**config.mk**
```make
export PLATFORM = sky130hd
export DESIGN_NAME = cyc_timer_irq
export DESIGN_NICKNAME = d
export VERILOG_FILES = /design/src/rtl/cti_pkg.sv /design/src/rtl/cti_tick_div.sv /design/src/rtl/cti_countdown.sv /design/src/rtl/cti_release.sv /design/src/rtl/cyc_timer_irq.sv
export SDC_FILE = /design/constraint.sdc
export NUM_CORES = 1
export LEC_CHECK = 0
export ABC_AREA = 1
export CAP_MARGIN = 20
export CORE_MARGIN = 4
export CORE_UTILIZATION = 52
export DETAILED_ROUTE_END_ITERATION = 10
export GPL_TIMING_DRIVEN = 0
export PLACE_DENSITY = 0.82
export SLEW_MARGIN = 25
export SYNTH_ARGS = -nofsm -noshare
export SYNTH_HDL_FRONTEND = slang
export SYNTH_SLANG_ARGS = --single-unit
```
**constraint.sdc**
```tcl
create_clock -name clk -period 1.9 [get_ports clk]
set_input_delay 0.285 -clock clk [delete_from_list [all_inputs] [get_ports clk]]
set_output_delay 0.285 -clock clk [all_outputs]
set_load 0.01 [all_outputs]
```
**src/rtl/cti_pkg.sv**
```systemverilog
package cti_pkg;
  localparam int BYTE_W = 8;
  localparam int HI_W   = 4;
  localparam int CNT_W  = BYTE_W + HI_W;

  localparam logic [1:0] A_LO   = 2'd0;
  localparam logic [1:0] A_HI   = 2'd1;
  localparam logic [1:0] A_CTRL = 2'd2;
  localparam logic [1:0] A_STAT = 2'd3;

  localparam int B_RUN = 2;
  localparam int B_IEN = 3;

  typedef enum logic [1:0] {
    SRC_FAST = 2'b00,
    SRC_SLOW = 2'b01,
    SRC_SEC  = 2'b10,
    SRC_MIN  = 2'b11
  } src_e;
endpackage

```
**src/rtl/cti_tick_div.sv**
```systemverilog
module cti_tick_div #(
  parameter int FAST_DIV = 8,
  parameter int SLOW_DIV = 512
) (
  input  logic clk,
  input  logic rst_n,
  input  logic tick_in,
  output logic tick_fast,
  output logic tick_slow
);
  localparam int DW = $clog2(SLOW_DIV);
  localparam int FW = $clog2(FAST_DIV);

  logic [DW-1:0] div_q, div_n;

  always_comb begin
    div_n = div_q;
    if (tick_in) div_n = div_q + 1'b1;
  end

  always_ff @(posedge clk or negedge rst_n) begin
    if (!rst_n) div_q <= '0;
    else        div_q <= div_n;
  end

  assign tick_fast = tick_in && (div_q[FW-1:0] == {FW{1'b1}});
  assign tick_slow = tick_in && (div_q == {DW{1'b1}});
endmodule

```
**src/rtl/cti_countdown.sv**
```systemverilog
module cti_countdown #(
  parameter int W = 12
) (
  input  logic         clk,
  input  logic         rst_n,
  input  logic         load,
  input  logic         run,
  input  logic         step,
  input  logic [W-1:0] start,
  output logic         expire,
  output logic [W-1:0] cnt
);
  logic [W-1:0] cnt_n;
  logic         at_one, at_zero;

  assign at_one  = (cnt == W'(1));
  assign at_zero = (cnt == '0);
  assign expire  = run && step && !load && at_one;

  always_comb begin
    cnt_n = cnt;
    if (load)                 cnt_n = start;
    else if (run && step) begin
      if (at_one || at_zero)  cnt_n = start;
      else                    cnt_n = cnt - 1'b1;
    end
  end

  always_ff @(posedge clk or negedge rst_n) begin
    if (!rst_n) cnt <= '0;
    else        cnt <= cnt_n;
  end
endmodule

```
**src/rtl/cti_release.sv**
```systemverilog
module cti_release #(
  parameter int SHORT_TICKS = 4,
  parameter int LONG_TICKS  = 256
) (
  input  logic clk,
  input  logic rst_n,
  input  logic fire,
  input  logic short_sel,
  input  logic tick_in,
  output logic active
);
  localparam int RW = $clog2(LONG_TICKS + 1);

  logic [RW-1:0] rem_q, rem_n;
  logic          act_n;

  always_comb begin
    rem_n = rem_q;
    act_n = active;
    if (fire) begin
      act_n = 1'b1;
      rem_n = short_sel ? RW'(SHORT_TICKS) : RW'(LONG_TICKS);
    end else if (active && tick_in) begin
      if (rem_q == RW'(1)) act_n = 1'b0;
      rem_n = rem_q - 1'b1;
    end
  end

  always_ff @(posedge clk or negedge rst_n) begin
    if (!rst_n) begin
      rem_q  <= '0;
      active <= 1'b0;
    end else begin
      rem_q  <= rem_n;
      active <= act_n;
    end
  end
endmodule

```
**src/rtl/cyc_timer_irq.sv**
```systemverilog
module cyc_timer_irq
  import cti_pkg::*;
#(
  parameter int FAST_DIV    = 8,
  parameter int SLOW_DIV    = 512,
  parameter int SHORT_TICKS = 4,
  parameter int LONG_TICKS  = 256
) (
  input  logic       clk,
  input  logic       rst_n,
  input  logic       tick_32k,
  input  logic       sec_stb,
  input  logic       min_stb,
  input  logic       halt_a,
  input  logic       halt_b,
  input  logic       wr_en,
  input  logic [1:0] addr,
  input  logic [7:0] wdata,
  output logic [7:0] rdata,
  output logic       irq_pull
);
  logic [BYTE_W-1:0] lo_q, lo_n;
  logic [HI_W-1:0]   hi_q, hi_n, spare_q, spare_n;
  src_e              sel_q, sel_n;
  logic              run_q, run_n, ien_q, ien_n, flag_q, flag_n;

  logic wr_lo, wr_hi, wr_ctrl, wr_stat;
  logic run_rise, tick_fast, tick_slow, src_tick, halted, step, expire;
  logic [CNT_W-1:0] start, cnt;

  assign wr_lo   = wr_en && (addr == A_LO);
  assign wr_hi   = wr_en && (addr == A_HI);
  assign wr_ctrl = wr_en && (addr == A_CTRL);
  assign wr_stat = wr_en && (addr == A_STAT);
  assign run_rise = wr_ctrl && wdata[B_RUN] && !run_q;
  assign start    = {hi_q, lo_q};

  cti_tick_div #(.FAST_DIV(FAST_DIV), .SLOW_DIV(SLOW_DIV)) u_div (
    .clk(clk), .rst_n(rst_n), .tick_in(tick_32k),
    .tick_fast(tick_fast), .tick_slow(tick_slow)
  );

  always_comb begin
    unique case (sel_q)
      SRC_FAST: src_tick = tick_fast;
      SRC_SLOW: src_tick = tick_slow;
      SRC_SEC:  src_tick = sec_stb;
      default:  src_tick = min_stb;
    endcase
  end

  assign halted = (halt_a || halt_b) && (sel_q != SRC_FAST);
  assign step   = src_tick && !halted;

  cti_countdown #(.W(CNT_W)) u_cnt (
    .clk(clk), .rst_n(rst_n), .load(run_rise), .run(run_q), .step(step),
    .start(start), .expire(expire), .cnt(cnt)
  );

  cti_release #(.SHORT_TICKS(SHORT_TICKS), .LONG_TICKS(LONG_TICKS)) u_rel (
    .clk(clk), .rst_n(rst_n), .fire(expire && ien_q),
    .short_sel(sel_q == SRC_FAST), .tick_in(tick_32k), .active(irq_pull)
  );

  always_comb begin
    lo_n    = lo_q;
    hi_n    = hi_q;
    spare_n = spare_q;
    sel_n   = sel_q;
    run_n   = run_q;
    ien_n   = ien_q;
    flag_n  = flag_q;
    if (wr_lo) lo_n = wdata;
    if (wr_hi) {spare_n, hi_n} = wdata;
    if (wr_ctrl) begin
      sel_n = src_e'(wdata[1:0]);
      run_n = wdata[B_RUN];
      ien_n = wdata[B_IEN];
    end
    if (expire)                  flag_n = 1'b1;
    else if (wr_stat && !wdata[0]) flag_n = 1'b0;
  end

  always_ff @(posedge clk or negedge rst_n) begin
    if (!rst_n) begin
      lo_q    <= '0;
      hi_q    <= '0;
      spare_q <= '0;
      sel_q   <= SRC_FAST;
      run_q   <= 1'b0;
      ien_q   <= 1'b0;
      flag_q  <= 1'b0;
    end else begin
      lo_q    <= lo_n;
      hi_q    <= hi_n;
      spare_q <= spare_n;
      sel_q   <= sel_n;
      run_q   <= run_n;
      ien_q   <= ien_n;
      flag_q  <= flag_n;
    end
  end

  always_comb begin
    unique case (addr)
      A_LO:    rdata = lo_q;
      A_HI:    rdata = {spare_q, hi_q};
      A_CTRL:  rdata = {4'b0, ien_q, run_q, sel_q};
      default: rdata = {7'b0, flag_q};
    endcase
  end
endmodule

```
Yosys cells after proc, flatten, opt, wreduce, memory -nomap -nowiden
Index checks and enable logic that the tools add are counted.
{"block": "classes", "add_sub_neg": 3, "n_eq_ne": 9, "n_mux": 13, "n_reduce_logical": 31}
{"cell": "$mux 12", "count": 3}
{"cell": "$mux 9", "count": 3}
{"cell": "$pmux 8 s3", "count": 1}
{"cell": "$logic_and 1x1->1", "count": 16}
{"cell": "$eq 12x1->1 const B", "count": 1}
{"cell": "$logic_not 12->1", "count": 1}
{"cell": "$sub 12x1->12 const B", "count": 1}
{"cell": "$reduce_bool 2->1", "count": 5}
{"cell": "$add 9x1->9 const B", "count": 1}
{"cell": "$eq 9x1->1 const B", "count": 1}
{"cell": "$eq 9x9->1 const B", "count": 1}
{"cell": "$sub 9x1->9 const B", "count": 1}
{"cell": "$eq 2x2->1 const B", "count": 3}
{"cell": "$mux 1", "count": 5}
{"cell": "$eq 2x1->1 const B", "count": 2}
{"cell": "$logic_not 1->1", "count": 4}
{"cell": "$logic_not 2->1", "count": 2}
{"cell": "$eq 3x3->1 const B", "count": 1}
{"cell": "$pmux 1 s3", "count": 1}
{"cell": "$logic_or 1x1->1", "count": 2}
{"cell": "$reduce_and 2->1", "count": 1}
{"block": "word_totals", "ff_bits": 52, "in_bits": 18, "out_inout_bits": 9, "wordCells": 67}

Depth between registers and ports, before layout
Gate-level depths: netlist of the first run.
{"block": "logic_depth", "word_depth": 10, "depth_mapped": 15, "ltp_nobuf": 15}

By module
From an unflattened synthesis of the first run, not the netlist that was laid out.
{"block": "unflattened", "cells_unflattened": 426, "area_unflattened_um2": 3155.5}
{"module": "cyc_timer_irq", "n_inst": 1, "cells_each": 134, "area_each_um2": 1094.8, "seq_area_each_um2": 525.5}
{"module": "cti_countdown", "n_inst": 1, "cells_each": 155, "area_each_um2": 975.9, "seq_area_each_um2": 300.3}
{"module": "cti_release", "n_inst": 1, "cells_each": 78, "area_each_um2": 584.3, "seq_area_each_um2": 250.2}
{"module": "cti_tick_div", "n_inst": 1, "cells_each": 59, "area_each_um2": 500.5, "seq_area_each_um2": 225.2}

Worst setup path before layout of the first run
Ideal clock, no wire load.
{"block": "synth_path", "path_kind": "reg2reg", "start": "reg u_div.div_q[0]", "end": "reg u_cnt.cnt[3]", "setup_ps": 65, "arrival_ps": 1733, "required_ps": 1835, "path_slack_ps": 102, "stages_incl_launch_ff": 16, "path_buffers": 1, "period_less_slack_ps": 1798, "path_cell_list": "dfrtp_1 -> ha_1 -> nand2_1 -> nor4_1 -> ha_1 -> inv_1 -> nand2_1 -> nand3_1 -> nand2_2 -> inv_1 -> nor2_2 -> inv_1 -> nand2_4 -> buf_6 -> nand3_1 -> nand2_1"}
{"block": "synth_via", "elab_chain_len": 6, "elab_cells_between_ends": 8, "cone_classes": "eq/ne: 2; mux: 1; reduce/logical: 5"}
{"item": "start, declared", "line": "cti_tick_div.sv:14", "source": "logic [DW-1:0] div_q, div_n;"}
{"item": "start signal, assigned", "line": "cti_tick_div.sv:23", "source": "else div_q <= div_n;"}
{"item": "$eq 9x9->1 or $eq 3x3->1 (tied branches)", "line": "cti_tick_div.sv:27, cti_tick_div.sv:26"}
{"item": "$logic_and 1x1->1 (on tied branches)", "line": "cti_tick_div.sv:27, cti_tick_div.sv:26"}
{"item": "$pmux 1 s3 (*)", "line": "cyc_timer_irq.sv:44", "source": "unique case (sel_q)"}
{"item": "$logic_and 1x1->1 (*)", "line": "cyc_timer_irq.sv:53", "source": "assign step = src_tick && !halted;"}
{"item": "$logic_and 1x1->1 (*)", "line": "cti_countdown.sv:23", "source": "else if (run && step) begin"}
{"item": "$reduce_bool 2->1 (no source line) (*)"}
{"item": "end signal, assigned", "line": "cti_countdown.sv:31", "source": "else cnt <= cnt_n;"}
{"item": "end, declared", "line": "cti_countdown.sv:11", "source": "output logic [W-1:0] cnt"}
Every way passes the cells marked *; elsewhere a longest branch is shown, timed or not.
A chain may end at the register's enable or synchronous reset.

Worst setup path in the final report of the first run
{"block": "layout_path", "start": "reg u_div.div_q[4]", "end": "reg u_cnt.cnt[7]"}
{"block": "layout_via", "elab_chain_len": 6}
{"item": "$eq 9x9->1", "line": "cti_tick_div.sv:27", "source": "assign tick_slow = tick_in && (div_q == {DW{1'b1}});"}
{"item": "$logic_and 1x1->1", "line": "cti_tick_div.sv:27"}
{"item": "$pmux 1 s3", "line": "cyc_timer_irq.sv:44"}
{"item": "$logic_and 1x1->1", "line": "cyc_timer_irq.sv:53"}
{"item": "$logic_and 1x1->1", "line": "cti_countdown.sv:23"}
{"item": "$reduce_bool 2->1 (no source line)"}
Every way passes these cells.

==> results of run 1 <==
## cell usage in the layout, fill, tap and decap left out, drive strengths merged
master | Yosys | routed
nor2 | 34 | 35
nor4 | 1 | 1
clkinvlp | 0 | 1
ha | 7 | 7
dlymetal6s2s | 0 | 2
buf | 4 | 18
clkinv | 0 | 2
nand2 | 123 | 123
nand3 | 36 | 36
xor2 | 11 | 11
o2111ai | 1 | 1
inv | 55 | 55
o21ai | 31 | 31
xnor2 | 8 | 8
dfrtp | 52 | 52
o221ai | 3 | 3
dlygate4sd2 | 0 | 4
a21oi | 2 | 2
nand3b | 1 | 1
clkbuf | 1 | 7
nor3 | 3 | 3
nand4 | 5 | 5
or2 | 1 | 1
bufinv | 0 | 1
o41ai | 1 | 1
clkdlybuf4s50 | 0 | 18
## power breakdown
part	internal, mW	switching [mW]	leakage, nW
Combinational	0.815	1.12	1.14
Sequential	1.43	0.323	0.655
Clock	0.390	0.370	0.0541
Total	2.63	1.82	1.85
## timing repair
action / CTS / global route
resized for setup: 35 / 29
endpoints found under the hold margin: 0 / 0
cloned: 2 / 1
buffers inserted: 12 / 2
endpoints found under the setup margin: 29 / 31
pin swaps: 15 / 8
## Yosys cell counts, drive strengths merged
cell / n
nor3: 3
xor2: 11
o41ai: 1
buf: 4
dfrtp: 52
nand3: 36
clkbuf: 1
nand2: 123
nor4: 1
a21oi: 2
inv: 55
o2111ai: 1
nand3b: 1
nor2: 34
ha: 7
xnor2: 8
nand4: 5
o221ai: 3
o21ai: 31
or2: 1
## cell type report
cell class	instances	area, sq um	area share
buffer	5	46.3	0.0125
clock buffer	5	68.8	0.0185
clock inverter	3	42.5	0.0114
inverter	55	221	0.0596
multi-input combinational	269	1570	0.421
sequential	52	1300	0.350
tap	72	90.1	0.0242
timing repair buffer	39	373	0.100
timing repair inverter	1	8.76	0.00236
## critical path: stages (launching register included)
cell,delay [ns]
dfrtp_1,0.41
nand2_2,0.10
nor4_4,0.29
ha_2,0.24
inv_2,0.04
nand2_2,0.05
nand3_2,0.06
nand2_2,0.08
inv_2,0.04
nor2_4,0.08
inv_2,0.05
nand2_4,0.11
buf_8,0.15
clkinv_8,0.07
nand2_1,0.06
nand2_1,0.05
## through the flow
step	std cells	setup slack (ns)	hold WS (ns)
2_1_floorplan	380	0.102	-0.0106
3_3_place_gp	478	-1.03	0.463
3_5_place_dp	478	-0.444	0.362
4_1_cts	500	-0.203	0.0249
5_1_grt	501	-0.209	0.0564
6_report	501	-0.0514	0.00443
## logic make-up after synthesis
kind of cell               after synthesis
and+or+nand+nor                        204
buffers and inverters                   60
DFF                                     52
AOI/OAI and AO/OA                       38
xor gates and xnor gates                19
adders and majority gates                7
## registers in the layout (all words and copies together) (netlist names)
name          count
flag_q            1
hi_q              4
ien_q             1
lo_q              8
run_q             1
sel_q             2
spare_q           4
u_cnt.cnt        12
u_div.div_q       9
u_rel.active      1
u_rel.rem_q       9
## worst min path at each step
stage	start	endpoint	slack [ns]	depth (start not counted)
CTS	rst_n	u_cnt.cnt[10]	0.02	1
floorplan	rst_n	flag_q	-0.01	0
global route	rst_n	u_div.div_q[5]	0.06	1
global placement	u_div.div_q[8]	u_div.div_q[8]	0.46	2
detailed placement	rst_n	u_div.div_q[5]	0.36	1
finish	rst_n	u_div.div_q[5]	0.004	1
## per-layer routing
| metal | part of all wire | global-route usage |
|---|---|---|
| met1 | 0.43 | 0.283 |
| met2 | 0.50 | 0.365 |
| met3 | 0.047 | 0.0306 |
| met4 | 0.022 | 0.0833 |
| met5 | 0 | 0 |
==> impl_metrics.csv, run 1 <==
group,metric,value,unit
layout,area_growth,25.4,%
die,core_area,5510,sq um
worst_setup_path,criticalPathCategory,"reg -> reg",
clocking,cts_root_buf,"clkbuf_8",
power_and_ir_drop,total_power,4.45,mW
routing,first_iter_violations,175,
logic_synthesis,synth_xor_area_frac,0.0561,
global_route,grt_pass1_wl,12.3,mm
clocking,h-tree-depth,2,
run_status,violations,"setup timing",
sta,period_needed,1.95,ns
logic_synthesis,synth_nets,405,
routing,num_vias,2700,
clocking,cts-hold-fix-buffers,0,
layout,final_nets,453,
worst_setup_path,reg2regPathDepth,15,
worst_setup_path,cp-end-kind,"flop",
die,ios,27,
placed_design,routabilityCongestion,0.874,
worst_setup_path,arrival,2.16,ns
routing,firstDrtPassIters,5,
logic_synthesis,synth_top_area_frac,0.439,
routing,wl_per_cell,14.5,um
logic_synthesis,synth-compound-area-share,0.0718,
routing,ant_nets,0,
die,placement_rows,27,
sta,finalHoldViolCount,0,
global_route,grt_max_degree,53,
sta,rsz0062_at_grt,"yes",
worst_setup_path,critPathLaunchType,"flop",
flow_run,maxCapViolations,0,
worst_setup_path,cp_data_required_time,2.11,ns
sta,maxSlewViolCount,0,
logic_synthesis,yosys.area_share.simple,0.320,
sta,period_share,1.03,
worst_setup_path,reg2reg_to,"u_cnt.cnt[7]",
logic_synthesis,synth_seq_cells,52,
layout,diodes,0,
power_and_ir_drop,power_density,1200,nW/um^2
layout,layout-drive-gt1-share,0.191,
run_status,status,"finished, violations left",
logic_synthesis,syn_area,2960,sq um
global_route,grt_pass1_vias,2601,
logic_synthesis,yosysWarningCount,0,
worst_setup_path,reg2reg_slack,-0.05,ns
logic_synthesis,yosys-top-cells-area,"dfrtp_1, nand2_1, inv_1",
clocking,clock_latency,0.31,ns
routing,drc_errors,0,
hold_path,hp-class,"in -> async",
sta,worst_slack,-0.0514,ns
layout,fill_cells,437,
die,initial_utilization,0.538,
clocking,numCtsBuffers,5,
power_and_ir_drop,vdd_drop_max,591,uV
sta,max_slew.worst_pin.slew,0.662,ns
logic_synthesis,synthCells,380,
sta,setup_tns,-0.333,ns
sta,max_freq,0.512,GHz
clocking,clockBufferDepth,2,
logic_synthesis,syn_avg_cell_area,7.80,sq um
worst_setup_path,regToRegStartpoint,"u_div.div_q[4]",
layout,fin_area,3720,sq um
routing,viasPerCell,5.39,
placed_design,place_area,3310,sq um
placed_design,dp_hpwl,4.63,mm
die,die_w,83.5,um
global_route,grt_usage,0.216,
worst_setup_path,path_max_fanout,6,
die,dieHeight,83.5,um
die,die_area,6970,sq um
logic_synthesis,muxShareOfSynthArea,0,
logic_synthesis,yosysSeqAreaShare,0.439,
logic_synthesis,synth_fa_ha_area_frac,0.0295,
sta,setup_viol,10,
sta,fin_skew,0.00960,ns
worst_setup_path,critical_path.startpoint,"u_div.div_q[4]",
logic_synthesis,synth_top_family_by_area,"simple AND/OR/NAND/NOR gates",
clocking,cts_tree,"yes",
sta,relSlewSlack,0.559,
global_route,overflow,0,
logic_synthesis,synth_cell_types,34,
power_and_ir_drop,p_leak,1.85,nW
global_route,grt_antenna_before_repair,0,
routing,finalWirelength,7.28,mm
worst_setup_path,crit_end,"u_cnt.cnt[7]",
clocking,path_clk_slew,0.10,ns
clocking,numClockSinks,52,
placed_design,portBuffers,26,
logic_synthesis,yosysTopAreaCell,"dfrtp_1",
layout,final_util,0.675,
Note: power is estimated with default switching activity, not from simulation.
==> run 2: changes to the inputs <==
--- a/config.mk
+++ b/config.mk
@@ -8,10 +8,11 @@
 export ABC_AREA = 1
 export CAP_MARGIN = 20
 export CORE_MARGIN = 4
-export CORE_UTILIZATION = 52
+export CORE_UTILIZATION = 25
 export DETAILED_ROUTE_END_ITERATION = 10
 export GPL_TIMING_DRIVEN = 0
-export PLACE_DENSITY = 0.82
+export PLACE_DENSITY = 0.49
+export RECOVER_POWER = 25
 export SLEW_MARGIN = 25
 export SYNTH_ARGS = -nofsm -noshare
 export SYNTH_HDL_FRONTEND = slang
==> run 2 against run 1 <==
The flow still finishes with violations (setup timing). Count of clock-buffer cells in the layout did not move. Final cell count rose by 14%. Critical path depth rose by 1. Non-clock buffer count rose by 1. Critical path type unchanged. Largest cell class unchanged. Largest power group unchanged.
==> impl_metrics.csv, run 2 (same netlist as run 1, synthesis figures left out) <==
group,metric,value,unit
die,die_w,117,um
layout,final_cell_mix,"nand2_1, dfrtp_1, inv_1, o21ai_0",
layout,fin_area,3810,sq um
clocking,cts_tree,"yes",
sta,max_slew.worst_pin.slew,0.900,ns
sta,rsz0062_at_grt,"yes",
routing,ant_nets,0,
layout,final_util,0.331,
routing,wl_per_cell,13.0,um
layout,diodes,0,
routing,viasPerCell,4.41,
worst_setup_path,path_delay_family,"simple AND/OR/NAND/NOR gates",
clocking,h-tree-depth,2,
worst_setup_path,cp-end-kind,"flop",
die,placement_rows,39,
run_status,status,"finished, violations left",
placed_design,portBuffers,26,
routing,num_vias,2516,
die,core_area,11500,sq um
placed_design,routabilityCongestion,0.844,
power_and_ir_drop,p_leak,1.84,nW
layout,final_nets,452,
sta,fin_skew,0.00656,ns
layout,largest_reg_flops,12,
worst_setup_path,cp_data_required_time,2.13,ns
worst_setup_path,arrival,2.17,ns
worst_setup_path,max_stage_delay,0.38,ns
die,initial_utilization,0.257,
layout,regMostFlops,"u_cnt.cnt",
die,die_area,13700,sq um
global_route,grt_antenna_before_repair,0,
die,ios,27,
sta,maxSlewViolCount,0,
global_route,overflow,0,
worst_setup_path,path_max_fanout,5,
sta,finalHoldViolCount,0,
clocking,numCtsBuffers,5,
routing,first_iter_violations,120,
global_route,grt_pass1_vias,2544,
worst_setup_path,reg2reg_slack,-0.04,ns
routing,firstDrtPassIters,6,
global_route,grt_usage,0.118,
hold_path,hp-class,"reg -> reg",
clocking,path_clk_slew,0.07,ns
sta,worst_slack,-0.0375,ns
sta,period_share,1.02,
worst_setup_path,cp_slowest_cell,"dfrtp_1",
worst_setup_path,cp.buffers_inverters,5,
layout,layout-drive-gt1-share,0.178,
placed_design,dp_hpwl,5.42,mm
die,dieHeight,117,um
layout,top_regs,"u_cnt.cnt: 12 flops, u_div.div_q: 9 flops, u_rel.rem_q: 9 flops",
global_route,grt_pass1_wl,12.7,mm
clocking,cts_root_buf,"clkbuf_16",
global_route,grt_max_degree,38,
layout,final_common_cell,"nand2_1",
worst_setup_path,criticalPathCategory,"reg -> reg",
clocking,clockBufferDepth,2,
routing,drc_errors,0,
power_and_ir_drop,vdd_drop_max,460,uV
routing,finalWirelength,7.42,mm
run_status,violations,"setup timing",
sta,relSlewSlack,0.400,
placed_design,place_area,3420,sq um
worst_setup_path,critical_path.cell_chain,"ha_2 -> nand2_2 -> nor4_4 -> ha_2 -> inv_2 -> nand2_2 -> nand3_2 -> nand2_2 -> inv_2 -> nor2_4 -> inv_2 -> nand2_4 -> buf_12 -> buf_8 -> nand3_1 -> nand2_1",
sta,period_needed,1.94,ns
sta,setup_viol,11,
flow_run,maxCapViolations,0,
clocking,clock_latency,0.29,ns
power_and_ir_drop,power_density,1170,nW/um^2
sta,max_freq,0.516,GHz
worst_setup_path,critPathLaunchType,"flop",
layout,area_growth,28.6,%
clocking,numClockSinks,52,
[run 2: cell count changes in the layout (fill, tap and decap cells not counted), sizes merged]
cell | previous run | this run
buf | 18 | 17
bufinv | 1 | 0
dlygate4sd2 | 4 | 10
nor2 | 35 | 34
dlygate4sd3 | 0 | 1
inv | 55 | 56
clkdlybuf4s50 | 18 | 15
clkinvlp | 1 | 2
clkinv | 2 | 0
dlymetal6s2s | 2 | 0
[run 2: worst paths after layout]
path / to / from / cells past startpoint
min in group asynchronous: u_cnt.cnt[8] / rst_n / 2
worst max register to register: u_cnt.cnt[9] / u_div.div_q[1] / 16
worst min-delay path: u_div.div_q[8] / u_div.div_q[8] / 2
worst max-delay path: u_cnt.cnt[9] / u_div.div_q[1] / 16
worst min register to register: u_div.div_q[8] / u_div.div_q[8] / 2
max in group asynchronous: hi_q[1] / rst_n / 3
[run 2: power by group]
part	internal (mW)	switching, mW
registers	1.43	0.296
clock network	0.498	0.436
logic	0.758	1.04
total	2.68	1.77
[run 2: worst reg2reg max path, delay by kind of cell, from the launching register on]
| family | cells | cell delay (ns) |
|---|---|---|
| AND/OR/NAND/NOR | 9 | 0.72 |
| adder cells (fa/ha/maj) | 2 | 0.41 |
| flip-flops | 1 | 0.38 |
| buffers and inverters | 5 | 0.35 |
[run 2: metrics by stage]
step / total power, mW / TNS (ns) / hold WS [ns] / worst slack, ns / instances
after floorplan: 2.90 / 0 / -0.0106 / 0.102 / 380
after global placement: 3.31 / -71.14 / 0.461 / -1.20 / 549
after detailed placement: 3.34 / -10.37 / 0.173 / -0.582 / 550
after CTS: 4.46 / -0.302 / 0.406 / -0.0550 / 569
after global routing: 4.84 / -4.02 / 0.508 / -0.202 / 571
final: 4.45 / -0.207 / 0.485 / -0.0375 / 571
[run 2: final cells by class]
cell class                 count  area [sq um]
fill                        1250          7700
tap                          143           179
clock buffer                   5           125
clock inverter                 3          26.3
sequential                    52          1300
timing repair buffer          40           394
buffer                         5          46.3
inverter                      55           211
multi-input combinational    268          1530
[run 2: metal layers]
layer,wire [um],GRT usage
met1,3480,0.155
met4,69,0.0275
met5,0,0
met3,133,0.0195
met2,3730,0.204
[run 2: repair_timing]
action / in CTS / in global routing
gates resized for setup: 41 / 7
pin swaps: 15 / 5
gates cloned: 1 / 0
hold buffers: 1 / 0
endpoints found under the hold margin: 15 / 0
setup buffers: 9 / 2
setup endpoints to repair: 29 / 24
